**src/rtl/frac_clk_pkg.sv**
```systemverilog
package frac_clk_pkg;
  // strobes from the register/control side to the rate datapath
  typedef struct packed {
    logic loadRatio;   // copy staged code into running code this edge
    logic busy;        // change pending
  } ctrlStrobe_t;
endpackage

```
**src/rtl/frac_clk_regs.sv**
```systemverilog
module frac_clk_regs
  import frac_clk_pkg::*;
#(
  parameter int ADDR_W   = 12,
  parameter int DATA_W   = 32,
  parameter int ZF_W     = 5,
  parameter int ZF_LSB   = 8,
  parameter int CTRL_OFS = 'hE0,
  parameter int KICK_OFS = 'h04,
  parameter int KICK_BIT = 31
) (
  input  logic              clk,
  input  logic              rstN,
  input  logic              regWr,
  input  logic              regRd,
  input  logic [ADDR_W-1:0] regAddr,
  input  logic [DATA_W-1:0] regWdata,
  input  logic              periodEnd,
  output logic [DATA_W-1:0] regRdata,
  output logic [ZF_W-1:0]   stagedZfc,
  output ctrlStrobe_t       strobe
);
  localparam logic [ADDR_W-1:0] CtrlAddr = ADDR_W'(CTRL_OFS);
  localparam logic [ADDR_W-1:0] KickAddr = ADDR_W'(KICK_OFS);

  logic [DATA_W-1:0] ctrlReg;
  logic              busyQ;
  logic              hitCtrl;
  logic              hitKick;
  logic              kickReq;
  logic              loadNow;

  assign hitCtrl = (regAddr == CtrlAddr);
  assign hitKick = (regAddr == KickAddr);
  assign kickReq = regWr && hitKick && regWdata[KICK_BIT];
  assign loadNow = busyQ && periodEnd;

  always_ff @(posedge clk or negedge rstN) begin
    if (!rstN) begin
      ctrlReg <= '0;
    end else if (regWr && hitCtrl) begin
      ctrlReg <= regWdata;
    end
  end

  // trigger: set on request when idle, cleared at window end
  always_ff @(posedge clk or negedge rstN) begin
    if (!rstN) begin
      busyQ <= 1'b0;
    end else if (loadNow) begin
      busyQ <= 1'b0;
    end else if (kickReq && !busyQ) begin
      busyQ <= 1'b1;
    end
  end

  assign stagedZfc        = ctrlReg[ZF_LSB +: ZF_W];
  assign strobe.loadRatio = loadNow;
  assign strobe.busy      = busyQ;

  always_comb begin
    regRdata = '0;
    if (regRd) begin
      if (hitCtrl) begin
        regRdata = ctrlReg;
      end else if (hitKick) begin
        regRdata[KICK_BIT] = busyQ;
      end
    end
  end
endmodule

```
**src/rtl/frac_clk_datapath.sv**
```systemverilog
module frac_clk_datapath
  import frac_clk_pkg::*;
#(
  parameter int ZF_W = 5
) (
  input  logic            clk,
  input  logic            rstN,
  input  ctrlStrobe_t     strobe,
  input  logic [ZF_W-1:0] stagedZfc,
  output logic [ZF_W-1:0] activeZfc,
  output logic            periodEnd,
  output logic            clkEn
);
  localparam int DEN = 1 << ZF_W;          // window length
  localparam int MW  = ZF_W + 1;           // multiplier width
  localparam int SW  = ZF_W + 2;           // sum width

  logic [ZF_W-1:0] phase;
  logic [ZF_W-1:0] acc;
  logic [MW-1:0]   mult;
  logic [SW-1:0]   sum;
  logic            carry;

  always_ff @(posedge clk or negedge rstN) begin
    if (!rstN) begin
      phase <= '0;
    end else begin
      phase <= phase + 1'b1;
    end
  end

  assign periodEnd = (phase == ZF_W'(DEN - 1));

  always_ff @(posedge clk or negedge rstN) begin
    if (!rstN) begin
      activeZfc <= '0;
    end else if (strobe.loadRatio) begin
      activeZfc <= stagedZfc;
    end
  end

  assign mult  = MW'(DEN) - MW'(activeZfc);
  assign sum   = SW'(acc) + SW'(mult);
  assign carry = (sum >= SW'(DEN));

  always_ff @(posedge clk or negedge rstN) begin
    if (!rstN) begin
      acc <= '0;
    end else if (carry) begin
      acc <= ZF_W'(sum - SW'(DEN));
    end else begin
      acc <= ZF_W'(sum);
    end
  end

  assign clkEn = carry;
endmodule

```
**src/rtl/frac_clk_ctrl.sv**
```systemverilog
module frac_clk_ctrl
  import frac_clk_pkg::*;
#(
  parameter int ADDR_W   = 12,
  parameter int DATA_W   = 32,
  parameter int ZF_W     = 5,
  parameter int ZF_LSB   = 8,
  parameter int CTRL_OFS = 'hE0,
  parameter int KICK_OFS = 'h04,
  parameter int KICK_BIT = 31
) (
  input  logic              clk,
  input  logic              rstN,
  input  logic              regWr,
  input  logic              regRd,
  input  logic [ADDR_W-1:0] regAddr,
  input  logic [DATA_W-1:0] regWdata,
  output logic [DATA_W-1:0] regRdata,
  output logic              clkEn,
  output logic              kickBusy
);
  ctrlStrobe_t     strobe;
  logic [ZF_W-1:0] stagedZfc;
  logic [ZF_W-1:0] activeZfc;
  logic            periodEnd;

  frac_clk_regs #(
    .ADDR_W(ADDR_W), .DATA_W(DATA_W), .ZF_W(ZF_W), .ZF_LSB(ZF_LSB),
    .CTRL_OFS(CTRL_OFS), .KICK_OFS(KICK_OFS), .KICK_BIT(KICK_BIT)
  ) u_regs (
    .clk(clk), .rstN(rstN), .regWr(regWr), .regRd(regRd),
    .regAddr(regAddr), .regWdata(regWdata), .periodEnd(periodEnd),
    .regRdata(regRdata), .stagedZfc(stagedZfc), .strobe(strobe)
  );

  frac_clk_datapath #(.ZF_W(ZF_W)) u_dp (
    .clk(clk), .rstN(rstN), .strobe(strobe), .stagedZfc(stagedZfc),
    .activeZfc(activeZfc), .periodEnd(periodEnd), .clkEn(clkEn)
  );

  assign kickBusy = strobe.busy;
endmodule

```
**config.mk**
```make
export PLATFORM = sky130hd
export DESIGN_NAME = frac_clk_ctrl
export DESIGN_NICKNAME = d
export VERILOG_FILES = /design/src/rtl/frac_clk_pkg.sv /design/src/rtl/frac_clk_regs.sv /design/src/rtl/frac_clk_datapath.sv /design/src/rtl/frac_clk_ctrl.sv
export SDC_FILE = /design/constraint.sdc
export NUM_CORES = 1
export LEC_CHECK = 0
export ABC_AREA = 1
export BUFFER_PORTS_ARGS = -buffer_cell sky130_fd_sc_hd__buf_2
export CORE_MARGIN = 4
export CORE_UTILIZATION = 45
export CTS_CLUSTER_SIZE = 12
export DETAILED_ROUTE_END_ITERATION = 16
export GPL_TIMING_DRIVEN = 0
export PLACE_DENSITY = 0.76
export SLEW_MARGIN = 10
export SYNTH_ARGS = -nofsm -noshare
export SYNTH_HDL_FRONTEND = slang
export SYNTH_SLANG_ARGS = --single-unit
```
**constraint.sdc**
```tcl
create_clock -name clk -period 1.8 [get_ports clk]
set_clock_uncertainty 0.2 [all_clocks]
set_input_delay 0.09 -clock clk [delete_from_list [all_inputs] [get_ports clk]]
set_output_delay 0.09 -clock clk [all_outputs]
set_load 0.02 [all_outputs]
```
==> qor.csv, run 1 <==
metric,value,unit
Slew Limit Fails,0,
Tcrit/Tclk final,126,%
Tot Pwr,2.01,mW
CP Data Arrival Time,1.98,ns
Multi-input gate area,1050,sq um
fin util,68.5,%
synth top area cells,"dfrtp_1 (49%), nand2_1 (18%), inv_1 (7.6%)",
"area leader, netlist",dfrtp_1,
antenna violations before repair,0,
Area Growth Syn to Fin,45.8,%
pre-CTS setup slack,-0.203,ns
DPL Wire Length,3970,microns
# fillers,428,
vias in the first global route,2445,
Routed Antenna Nets,0,
Die Y,81.5,microns
setup ws final,-0.474,ns
worst min-delay path category,in2reg,
Rows,26,
register area,1200,sq um
syn_nets,372,
clock sinks,48,
DRC,0,
CP Data Required Time,1.51,ns
fin cells,518,
Vias,2337,
top-area cell type share of the netlist area,49.5,%
GRT overflow,0,
global-route usage over all layers,20.3,%
root buffer cell,clkbuf_8,
# port buffers,81,
P per Cell Area,567,nW/um^2
Critical R2R Launch,u_dp.activeZfc[1],
"Design Area, Final",3540,sq um
CTS Buffer Depth,2,
Die ar.,6640,sq um
CTS tree,built,
final setup TNS,-0.495,ns
area of placed instances,2970,sq um
first-pass GRT wire length,10400,microns
worst hold slack,0.112,ns
"Max FO, Critical Path",4,
Cell variety after synth,20,
routed len/inst,11.5,microns
Ys Warns,0,
Tmin final,2.27,ns
RSZ-0062 raised after global routing,true,
share of cells above drive strength 1,29.5,%
Final #Nets,504,
gate count of the mapped netlist,315,
critical path startpoint category,register,
TritonCTS Buffers,5,
Fin. Hold Viols,0,
P_leak,1.93,nW
Setup crit start,u_dp.activeZfc[1],
Initial Util,47.0,%
Slew @ Worst Pin,1.02,ns
largest net degree at the start of global routing,49,
#FFs+latches synth,48,
Maximum Capacitance Violations,0,
placed cell count,466,
Slew Limit Headroom,31.8,%
Crit. End Element,output port,
routed wire length,5940,microns
diode count,0,
Fmax achieved,440,MHz
via-per-instance ratio,4.51,
run status,finished with violations,
Placer Congestion,0.845,
Setup CP Type,reg2out,
IO Count,82,
area of the mapped netlist,2430,sq um
core area,5170,sq um
final setup violation count,2,
HP Start,regAddr[11],
First-pass DRT Iterations,4,
failing checks,negative setup slack,
first-iteration detailed-routing DRC count,58,
die width,81.5,microns
later-pin clock latency in the skew report,0.30,ns
clk slew on worst S/H paths,0.09,ns
Max H-tree Level,2,
Peak supply drop,0.428,mV
sequential share of the synthesized area,49.5,%
Post-Syn Area per Cell,7.71,sq um
## kinds of logic (layout without fill, tap and decap cells)
| group | Yosys count | after routing | synth area share, % |
|---|---|---|---|
| and+or+nand+nor | 184 | 184 | 31.0 |
| DFF | 48 | 48 | 49.5 |
| AOI/OAI and AO/OA | 8 | 8 | 1.75 |
| buffers and inverters | 59 | 192 | 10.4 |
| xor gates and xnor gates | 7 | 7 | 2.52 |
| adders and majority gates | 9 | 9 | 4.95 |
## layout make-up
class                   count  area share [%]
well taps                  70            2.47
clock buffers               5            1.94
plain buffers              10            1.94
repair buffers            125            23.7
multi-input cells         208            29.6
flip-flops and latches     48            33.9
inverters                  49            5.19
clock inverters             3            1.20
## cells in the final DEF, fill, tap and decap left out, types with 6 or more instances in the layout
cell,synthesis,routed
inv_1,49,45
nor2_1,40,39
buf_2,6,86
buf_4,0,6
dlygate4sd3_1,0,37
dfrtp_1,48,48
nand2_2,4,7
nand3_1,11,9
nand2_1,119,116
## sequential cells by signal, summed over array words and instances (netlist names)
name / cells
u_dp.phase: 5
u_regs.busyQ: 1
u_dp.activeZfc: 5
u_dp.acc: 5
u_regs.ctrlReg: 32
## critical path, stage by stage, from the launching register on
cell     delay [ns]
dfrtp_1        0.41
inv_2          0.06
ha_4           0.16
xnor2_1        0.12
ha_1           0.34
nand3_1        0.10
nand3_2        0.09
nand3_2        0.08
a21oi_2        0.14
nand2_2        0.06
buf_6          0.13
## Yosys cell counts, drive strengths merged
library cell  number
nor2              45
inv               49
fa                 1
nand4              3
nand3b             2
ha                 8
nand2            123
a21boi             1
dfrtp             48
clkbuf             1
xnor2              2
o21ai              5
nand3             11
buf                9
a21oi              2
xor2               5
## final timing paths
kind / endpoint / slack (ns) / depth (start not counted)
max reg2reg: u_dp.acc[2] / -0.02 / 7
max in group asynchronous: u_dp.acc[2] / 0.46 / 2
min reg2reg: u_dp.phase[0] / 0.26 / 1
min: u_regs.ctrlReg[29] / 0.11 / 6
max: clkEn / -0.47 / 10
min in group asynchronous: u_regs.ctrlReg[24] / 0.31 / 2
## timing repair
action | in CTS | in global routing
hold buffers | 37 | 0
setup buffers | 4 | 3
endpoints found under the setup margin | 2 | 8
pin swaps | 7 | 4
gates resized for setup | 5 | 8
hold endpoints to repair | 81 | 0
## metal layers
metal | vias up | GRT usage [%] | part of all wire, %
met3 | 12 | 5.04 | 5.6
met5 | - | 0 | 0
met2 | 74 | 37.0 | 53
met4 | 0 | 6.59 | 1.9
met1 | 1060 | 23.0 | 40
li1 | 1191 | - | -
## power by group
group	switching [mW]	internal, mW	leakage, nW	total, mW
clock	0.361	0.411	0.0541	0.772
sequential	0.00187	1.08	0.661	1.08
combinational	0.0617	0.0905	1.22	0.152
total	0.425	1.58	1.93	2.01
Note: power is estimated with default switching activity, not from simulation.
==> run 2, diff against run 1 <==
==> constraint.sdc (replaced) <==
create_clock -name clk -period 1.9 [get_ports clk]
set_clock_uncertainty 0.2 [all_clocks]
set_input_delay 0.095 -clock clk [delete_from_list [all_inputs] [get_ports clk]]
set_output_delay 0.095 -clock clk [all_outputs]
set_load 0.02 [all_outputs]
==> qor.csv, run 2 (same netlist as run 1, synthesis figures left out) <==
metric,value,unit,change
"Design Area, Final",3540,sq um,about the same
met3 layer usage reported by global route,4.93,%,was 5.04%
max FFs per register,32,,unchanged
Slew @ Worst Pin,1.06,ns,was 1.02 ns
routed len/inst,11.7,microns,was 11.5 microns
Maximum Capacitance Violations,0,,unchanged
worst hold slack,0.0275,ns,was 0.112 ns
"Max FO, Critical Path",4,,unchanged
Crit path largest cell delay,0.44,ns,was 0.41 ns
vias in the first global route,2358,,"was 2,445"
Vias,2340,,"was 2,337"
root buffer cell,clkbuf_8,,unchanged
die width,81.5,microns,unchanged
CP Data Arrival Time,2.00,ns,was 1.98 ns
antenna violations before repair,0,,unchanged
Fmax achieved,435,MHz,
Slew Limit Headroom,29.1,%,was 31.8%
core area,5170,sq um,unchanged
GRT overflow,0,,unchanged
"critical path, cell by cell",inv_2 -> ha_4 -> nand2_4 -> xnor2_2 -> inv_2 -> ha_4 -> nand2_4 -> inv_2 -> nor2_2 -> a21oi_2 -> nand2_2 -> buf_6,,was inv_2 -> ha_4 -> xnor2_1 -> ha_1 -> nand3_1 -> nand3_2 -> nand3_2 -> a21oi_2 -> nand2_2 -> buf_6
First-pass DRT Iterations,5,,was 4
critical path startpoint category,register,,unchanged
Rows,26,,unchanged
Crit path top cell by count,inv_2,,was nand3_2
Die Y,81.5,microns,unchanged
Initial Util,47.0,%,unchanged
# fillers,421,,was 428
Peak supply drop,0.421,mV,was 0.428 mV
# port buffers,81,,unchanged
worst min-delay path category,in2reg,,unchanged
Multi-input gate area,1080,sq um,was 1050 sq um
Area Growth Syn to Fin,45.7,%,was 45.8%
Placer Congestion,0.804,,was 0.845
DRC,0,,unchanged
Largest Register,u_regs.ctrlReg,,unchanged
Setup CP Type,reg2out,,unchanged
routed wire length,6050,microns,was 5940 microns
area of placed instances,2940,sq um,was 2970 sq um
Tmin final,2.30,ns,
RSZ-0062 raised after global routing,true,,unchanged
setup ws final,-0.399,ns,was -0.474 ns
IO Count,82,,unchanged
final setup violation count,2,,unchanged
P_leak,1.95,nW,was 1.93 nW
clock sinks,48,,unchanged
CP Data Required Time,1.60,ns,was 1.51 ns
M1 GR Usage,21.5,%,was 23.0%
met2 global-route usage,36.3,%,was 37.0%
TritonCTS Buffers,5,,unchanged
Final #Nets,502,,was 504
first-pass GRT wire length,10000,microns,"was 10,400 microns"
global-route usage over all layers,19.4,%,was 20.3%
P per Cell Area,504,nW/um^2,was 567 nW/um^2
Max H-tree Level,2,,unchanged
run status,finished with violations,,unchanged
later-pin clock latency in the skew report,0.29,ns,was 0.30 ns
Tcrit/Tclk final,121,%,
r2r setup slk,-0.01,ns,was -0.02 ns
Crit. End Element,output port,,unchanged
CP max-delay cell,dfrtp_1,,unchanged
CTS tree,built,,unchanged
CTS Buffer Depth,2,,unchanged
failing checks,negative setup slack,,unchanged
Tot Pwr,1.78,mW,was 2.01 mW
register area,1200,sq um,unchanged
Die ar.,6640,sq um,unchanged
clk slew on worst S/H paths,0.08,ns,was 0.09 ns
first-iteration detailed-routing DRC count,70,,was 58
Slew Limit Fails,0,,unchanged
fin util,68.4,%,was 68.5%
diode count,0,,unchanged
"most common cell after layout, fill and taps aside",nand2_1,,unchanged
Routed Antenna Nets,0,,unchanged
via-per-instance ratio,4.53,,was 4.51
busiest grt layer,met2,,unchanged
share of cells above drive strength 1,30.3,%,was 29.5%
final setup TNS,-0.407,ns,was -0.495 ns
Fin. Hold Viols,0,,unchanged
largest net degree at the start of global routing,49,,unchanged
most frequent cells in the layout,"nand2_1 (116), buf_2 (86), dfrtp_1 (48)",,unchanged
DPL Wire Length,4010,microns,was 3970 microns
run 2: path summary, 6_finish.rpt:
path | startpoint | to | depth (start not counted)
min in group asynchronous | rstN | u_dp.acc[0] | 2
max reg2reg | u_dp.activeZfc[1] | u_dp.acc[3] | 8
max in group asynchronous | rstN | u_regs.ctrlReg[10] | 2
min | regAddr[0] | u_regs.busyQ | 6
min reg2reg | u_dp.phase[0] | u_dp.phase[0] | 1
max | u_dp.activeZfc[1] | clkEn | 12
run 2: layout make-up:
cell class                      instances  share of cell area, %
Clock inverter                          2                  0.283
Timing Repair Buffer                  124                   23.3
Inverter                               49                   5.20
Tap cell                               70                   2.48
Multi-Input combinational cell        208                   30.7
Buffer                                  9                   1.80
Sequential cell                        48                   33.9
Clock buffer                            6                   2.33
run 2: through the flow:
step,cells,setup WS (ns)
2_1_floorplan,315,0.00317
3_3_place_gp,466,-0.209
3_5_place_dp,466,-0.245
4_1_cts,514,-0.411
5_1_grt,516,-0.512
6_report,516,-0.399
run 2: report_power, final:
group | switching (mW) | internal [mW] | total (mW)
Sequential | 0.00173 | 1.02 | 1.03
Clock | 0.325 | 0.291 | 0.616
Combinational | 0.0577 | 0.0856 | 0.143
Total | 0.384 | 1.40 | 1.78
run 2: per-layer routing:
metal | routed length (microns) | vias to the layer above
met5 | 0 | -
met4 | 76 | 0
met3 | 311 | 10
met2 | 3220 | 66
met1 | 2440 | 1076
li1 | - | 1188
run 2: what timing repair did:
action	in CTS	in global routing
setup buffers	4	3
hold buffers	36	0
setup endpoints to repair	2	5
hold endpoints to repair	81	0
gates resized for setup	13	12
pin swaps	7	10
run 2: worst max-delay path: cells and delay by family, from the launching register on:
kind | cells | cell delay, ns
AOI/OAI and AO/OA | 1 | 0.14
buffers and inverters | 4 | 0.33
and+or+nand+nor | 4 | 0.20
xor gates and xnor gates | 1 | 0.14
DFF | 1 | 0.44
adders and majority gates | 2 | 0.46
==> run 3, diff against run 2 <==
--- a/config.mk
+++ b/config.mk
@@ -5,9 +5,8 @@
 export SDC_FILE = /design/constraint.sdc
 export NUM_CORES = 1
 export LEC_CHECK = 0
-export ABC_AREA = 1
 export BUFFER_PORTS_ARGS = -buffer_cell sky130_fd_sc_hd__buf_2
-export CORE_MARGIN = 4
+export CORE_MARGIN = 1.5
 export CORE_UTILIZATION = 45
 export CTS_CLUSTER_SIZE = 12
 export DETAILED_ROUTE_END_ITERATION = 16
==> qor.csv, run 3 <==
metric,value,unit,change
most frequent cells in the layout,"buf_2 (76), dfrtp_1 (47), dlygate4sd3_1 (35)",,"was nand2_1 (116), buf_2 (86), dfrtp_1 (48)"
Post-synth EDFFs,0,,unchanged
switch share,19.3,%,was 21.5%
Max H-tree Level,2,,unchanged
P per Cell Area,578,nW/um^2,was 504 nW/um^2
Placer Congestion,0.732,,was 0.804
Worst R2R End,u_dp.acc[3],,unchanged
Peak supply drop,0.472,mV,was 0.421 mV
Main synth FF type,dfrtp_1,,unchanged
IO Count,82,,unchanged
syn_nets,230,,was 372
HP Start,regAddr[2],,was regAddr[0]
CTS tree,built,,unchanged
clock sinks,48,,unchanged
Vias,1785,,"was 2,340"
TritonCTS Buffers,5,,unchanged
WHS Path Cells,4,,was 6
sequential power share,50.8,%,was 57.5%
global-route usage over all layers,20.4,%,was 19.4%
sequential share of the synthesized area,50.5,%,was 49.5%
ys async rst share,100,%,unchanged
routed len/inst,14.5,microns,was 11.7 microns
critical path startpoint category,register,,unchanged
clk slew on worst S/H paths,0.09,ns,was 0.08 ns
"Max FO, Critical Path",4,,unchanged
Tcrit/Tclk final,141,%,was 121%
vias in the first global route,1815,,"was 2,358"
Slew @ Worst Pin,1.05,ns,was 1.06 ns
DRC,0,,unchanged
clock network fraction of total power,42.4,%,was 34.5%
Initial Util,46.6,%,was 47.0%
Comb power frac,6.8,%,was 8.0%
GRT overflow,0,,unchanged
fin util,68.4,%,about the same
CP Data Arrival Time,2.38,ns,was 2.00 ns
share of cells above drive strength 1,51.3,%,was 30.3%
first-iteration detailed-routing DRC count,74,,was 70
worst min-delay path category,in2reg,,unchanged
DPL Wire Length,3390,microns,was 4010 microns
Rows,26,,unchanged
Setup CP Type,reg2out,,unchanged
Slew Limit Fails,0,,unchanged
Int Power,1.63,mW,was 1.40 mW
Slew Limit Headroom,29.8,%,was 29.1%
Die Y,75.7,microns,was 81.5 microns
fin cells,372,,was 516
P_sw,390,uW,was 384 uW
area of the mapped netlist,2380,sq um,was 2430 sq um
P_leak,1.96,nW,was 1.95 nW
Post-Syn Area per Cell,13.8,sq um,was 7.71 sq um
"most common cell after layout, fill and taps aside",buf_2,,was nand2_1
later-pin clock latency in the skew report,0.30,ns,was 0.29 ns
Ys Warns,0,,unchanged
gate count of the mapped netlist,173,,was 315
diode count,0,,unchanged
largest net degree at the start of global routing,49,,unchanged
CTS Buffer Depth,2,,unchanged
Reg2Reg Depth,6,,was 8
Crit. End Element,output port,,unchanged
Die ar.,5730,sq um,was 6640 sq um
r2r setup slk,0.03,ns,was -0.01 ns
placed cell count,324,,was 466
Cell variety after synth,28,,was 20
Routed Antenna Nets,0,,unchanged
Tmin final,2.67,ns,was 2.30 ns
run status,finished with violations,,unchanged
"area leader, netlist",dfrtp_1,,unchanged
first-pass GRT wire length,8630,microns,"was 10,000 microns"
synth top area cells,"dfrtp_1 (50%), mux2_4 (19%), and2_1 (8.1%)",,"was dfrtp_1 (49%), nand2_1 (18%), inv_1 (7.6%)"
Area Growth Syn to Fin,46.7,%,was 45.7%
# port buffers,81,,unchanged
top-area cell type share of the netlist area,50.5,%,was 49.5%
antenna violations before repair,0,,unchanged
Largest Register,u_regs.ctrlReg,,unchanged
die width,75.7,microns,was 81.5 microns
Fin. Hold Viols,0,,unchanged
First-pass DRT Iterations,4,,was 5
most numerous cell in the Yosys netlist,dfrtp_1,,was nand2_1
Final #Nets,359,,was 502
max FFs per register,32,,unchanged
synth cell count leaders,"dfrtp_1 (48), and2_1 (31), mux2_4 (30)",,"was nand2_1 (119), inv_1 (49), dfrtp_1 (48)"
Maximum Capacitance Violations,0,,unchanged
via-per-instance ratio,4.80,,was 4.53
setup ws final,-0.772,ns,was -0.399 ns
Tot Pwr,2.02,mW,was 1.78 mW
failing checks,negative setup slack,,unchanged
final setup violation count,1,,was 2
core area,5110,sq um,was 5170 sq um
routed wire length,5390,microns,was 6050 microns
#FFs+latches synth,48,,unchanged
worst hold endpoint,u_regs.ctrlReg[28],,was u_regs.busyQ
CP Data Required Time,1.60,ns,about the same
Fmax achieved,374,MHz,was 435 MHz
root buffer cell,clkbuf_8,,unchanged
RSZ-0062 raised after global routing,true,,unchanged
Critical R2R Launch,u_dp.activeZfc[0],,was u_dp.activeZfc[1]
[run 3: changes by cell type after synthesis, moves of 3 or more]
cell / change
nand2_1: -114
inv_1: -46
nor2_1: -37
and2_1: +31
mux2_4: +30
nand3_1: -10
mux2_2: +7
buf_2: -6
o21ai_0: -5
nand2_2: -4
a21o_1: +3
clkbuf_2: +3
nor2_2: -3
xnor2_1: +3
[run 3: critical path: stages, from the launching register on]
cell and delay (ns):
dfrtp_2 0.45, inv_2 0.07, ha_4 0.20, fa_2 0.35
a21o_1 0.20, or4_4 0.43, nor3_4 0.20, a31oi_4 0.04
buf_6 0.14
[run 3: how the worst max path moves through the flow]
| stage | slack, ns | startpoint | cells past startpoint | end |
|---|---|---|---|---|
| 6_report | -0.77 | u_dp.activeZfc[0] | 8 | clkEn |
| 5_1_grt | -0.90 | u_dp.activeZfc[0] | 10 | clkEn |
| 3_5_place_dp | -0.55 | u_dp.activeZfc[0] | 10 | clkEn |
| 3_3_place_gp | -0.52 | u_dp.activeZfc[0] | 10 | clkEn |
| 4_1_cts | -0.78 | u_dp.activeZfc[0] | 9 | clkEn |
| 2_1_floorplan | -0.32 | u_dp.activeZfc[0] | 9 | clkEn |
[run 3: routing by layer]
metal / wire [microns] / vias up / global-route usage (%)
li1: - / 849 / -
met1: 2370 / 875 / 27.7
met5: 0 / - / 0
met3: 251 / 7 / 5.82
met4: 51 / 0 / 5.16
met2: 2720 / 54 / 32.7
[run 3: area by class of cell]
class / count / area [sq um]
plain buffers: 6 / 56.3
clock buffers: 5 / 68.8
clock inverters: 2 / 60.1
fillers: 368 / 1620
inverters: 3 / 11.3
multi-input cells: 116 / 1190
flip-flops and latches: 48 / 1200
well taps: 70 / 87.6
repair buffers: 122 / 817
[run 3: per-stage QoR]
stage | cell area (sq um) | TNS, ns | setup slack [ns] | hold WS [ns]
finish | 3490 | -0.772 | -0.772 | 0.234
global route | 3490 | -1.00 | -0.900 | 0.254
CTS | 3440 | -0.821 | -0.780 | 0.234
detailed placement | 2920 | -3.73 | -0.553 | 0.130
global placement | 2920 | -3.50 | -0.516 | 0.126
floorplan | 2420 | -0.316 | -0.316 | -0.401
[run 3: cells by family (layout without fill, tap and decap cells)]
group / Yosys count / in the layout / synth area share, %
simple gates: 53 / 53 / 14.2
flops: 48 / 48 / 50.5
mux: 38 / 38 / 22.7
fa+ha+maj: 9 / 9 / 5.05
buf+inv: 9 / 138 / 2.52
compound gates: 8 / 8 / 2.16
xor+xnor: 8 / 8 / 2.94
[run 3: repair_timing]
item,CTS,global route
hold buffers,35,0
gates resized for setup,5,17
endpoints found under the hold margin,81,0
setup endpoints to repair,33,38
pin swaps,5,3
buffers inserted,4,2
[run 3: power groups by stage]
stage / registers [mW] / logic (mW) / clock network, mW
4_1_cts: 1.03 / 0.136 / 0.868
6_report: 1.03 / 0.137 / 0.856
5_1_grt: 1.03 / 0.150 / 0.920
3_5_place_dp: 1.05 / 0.0808 / 0
2_1_floorplan: 1.05 / 0.0103 / 0
3_3_place_gp: 1.05 / 0.0787 / 0
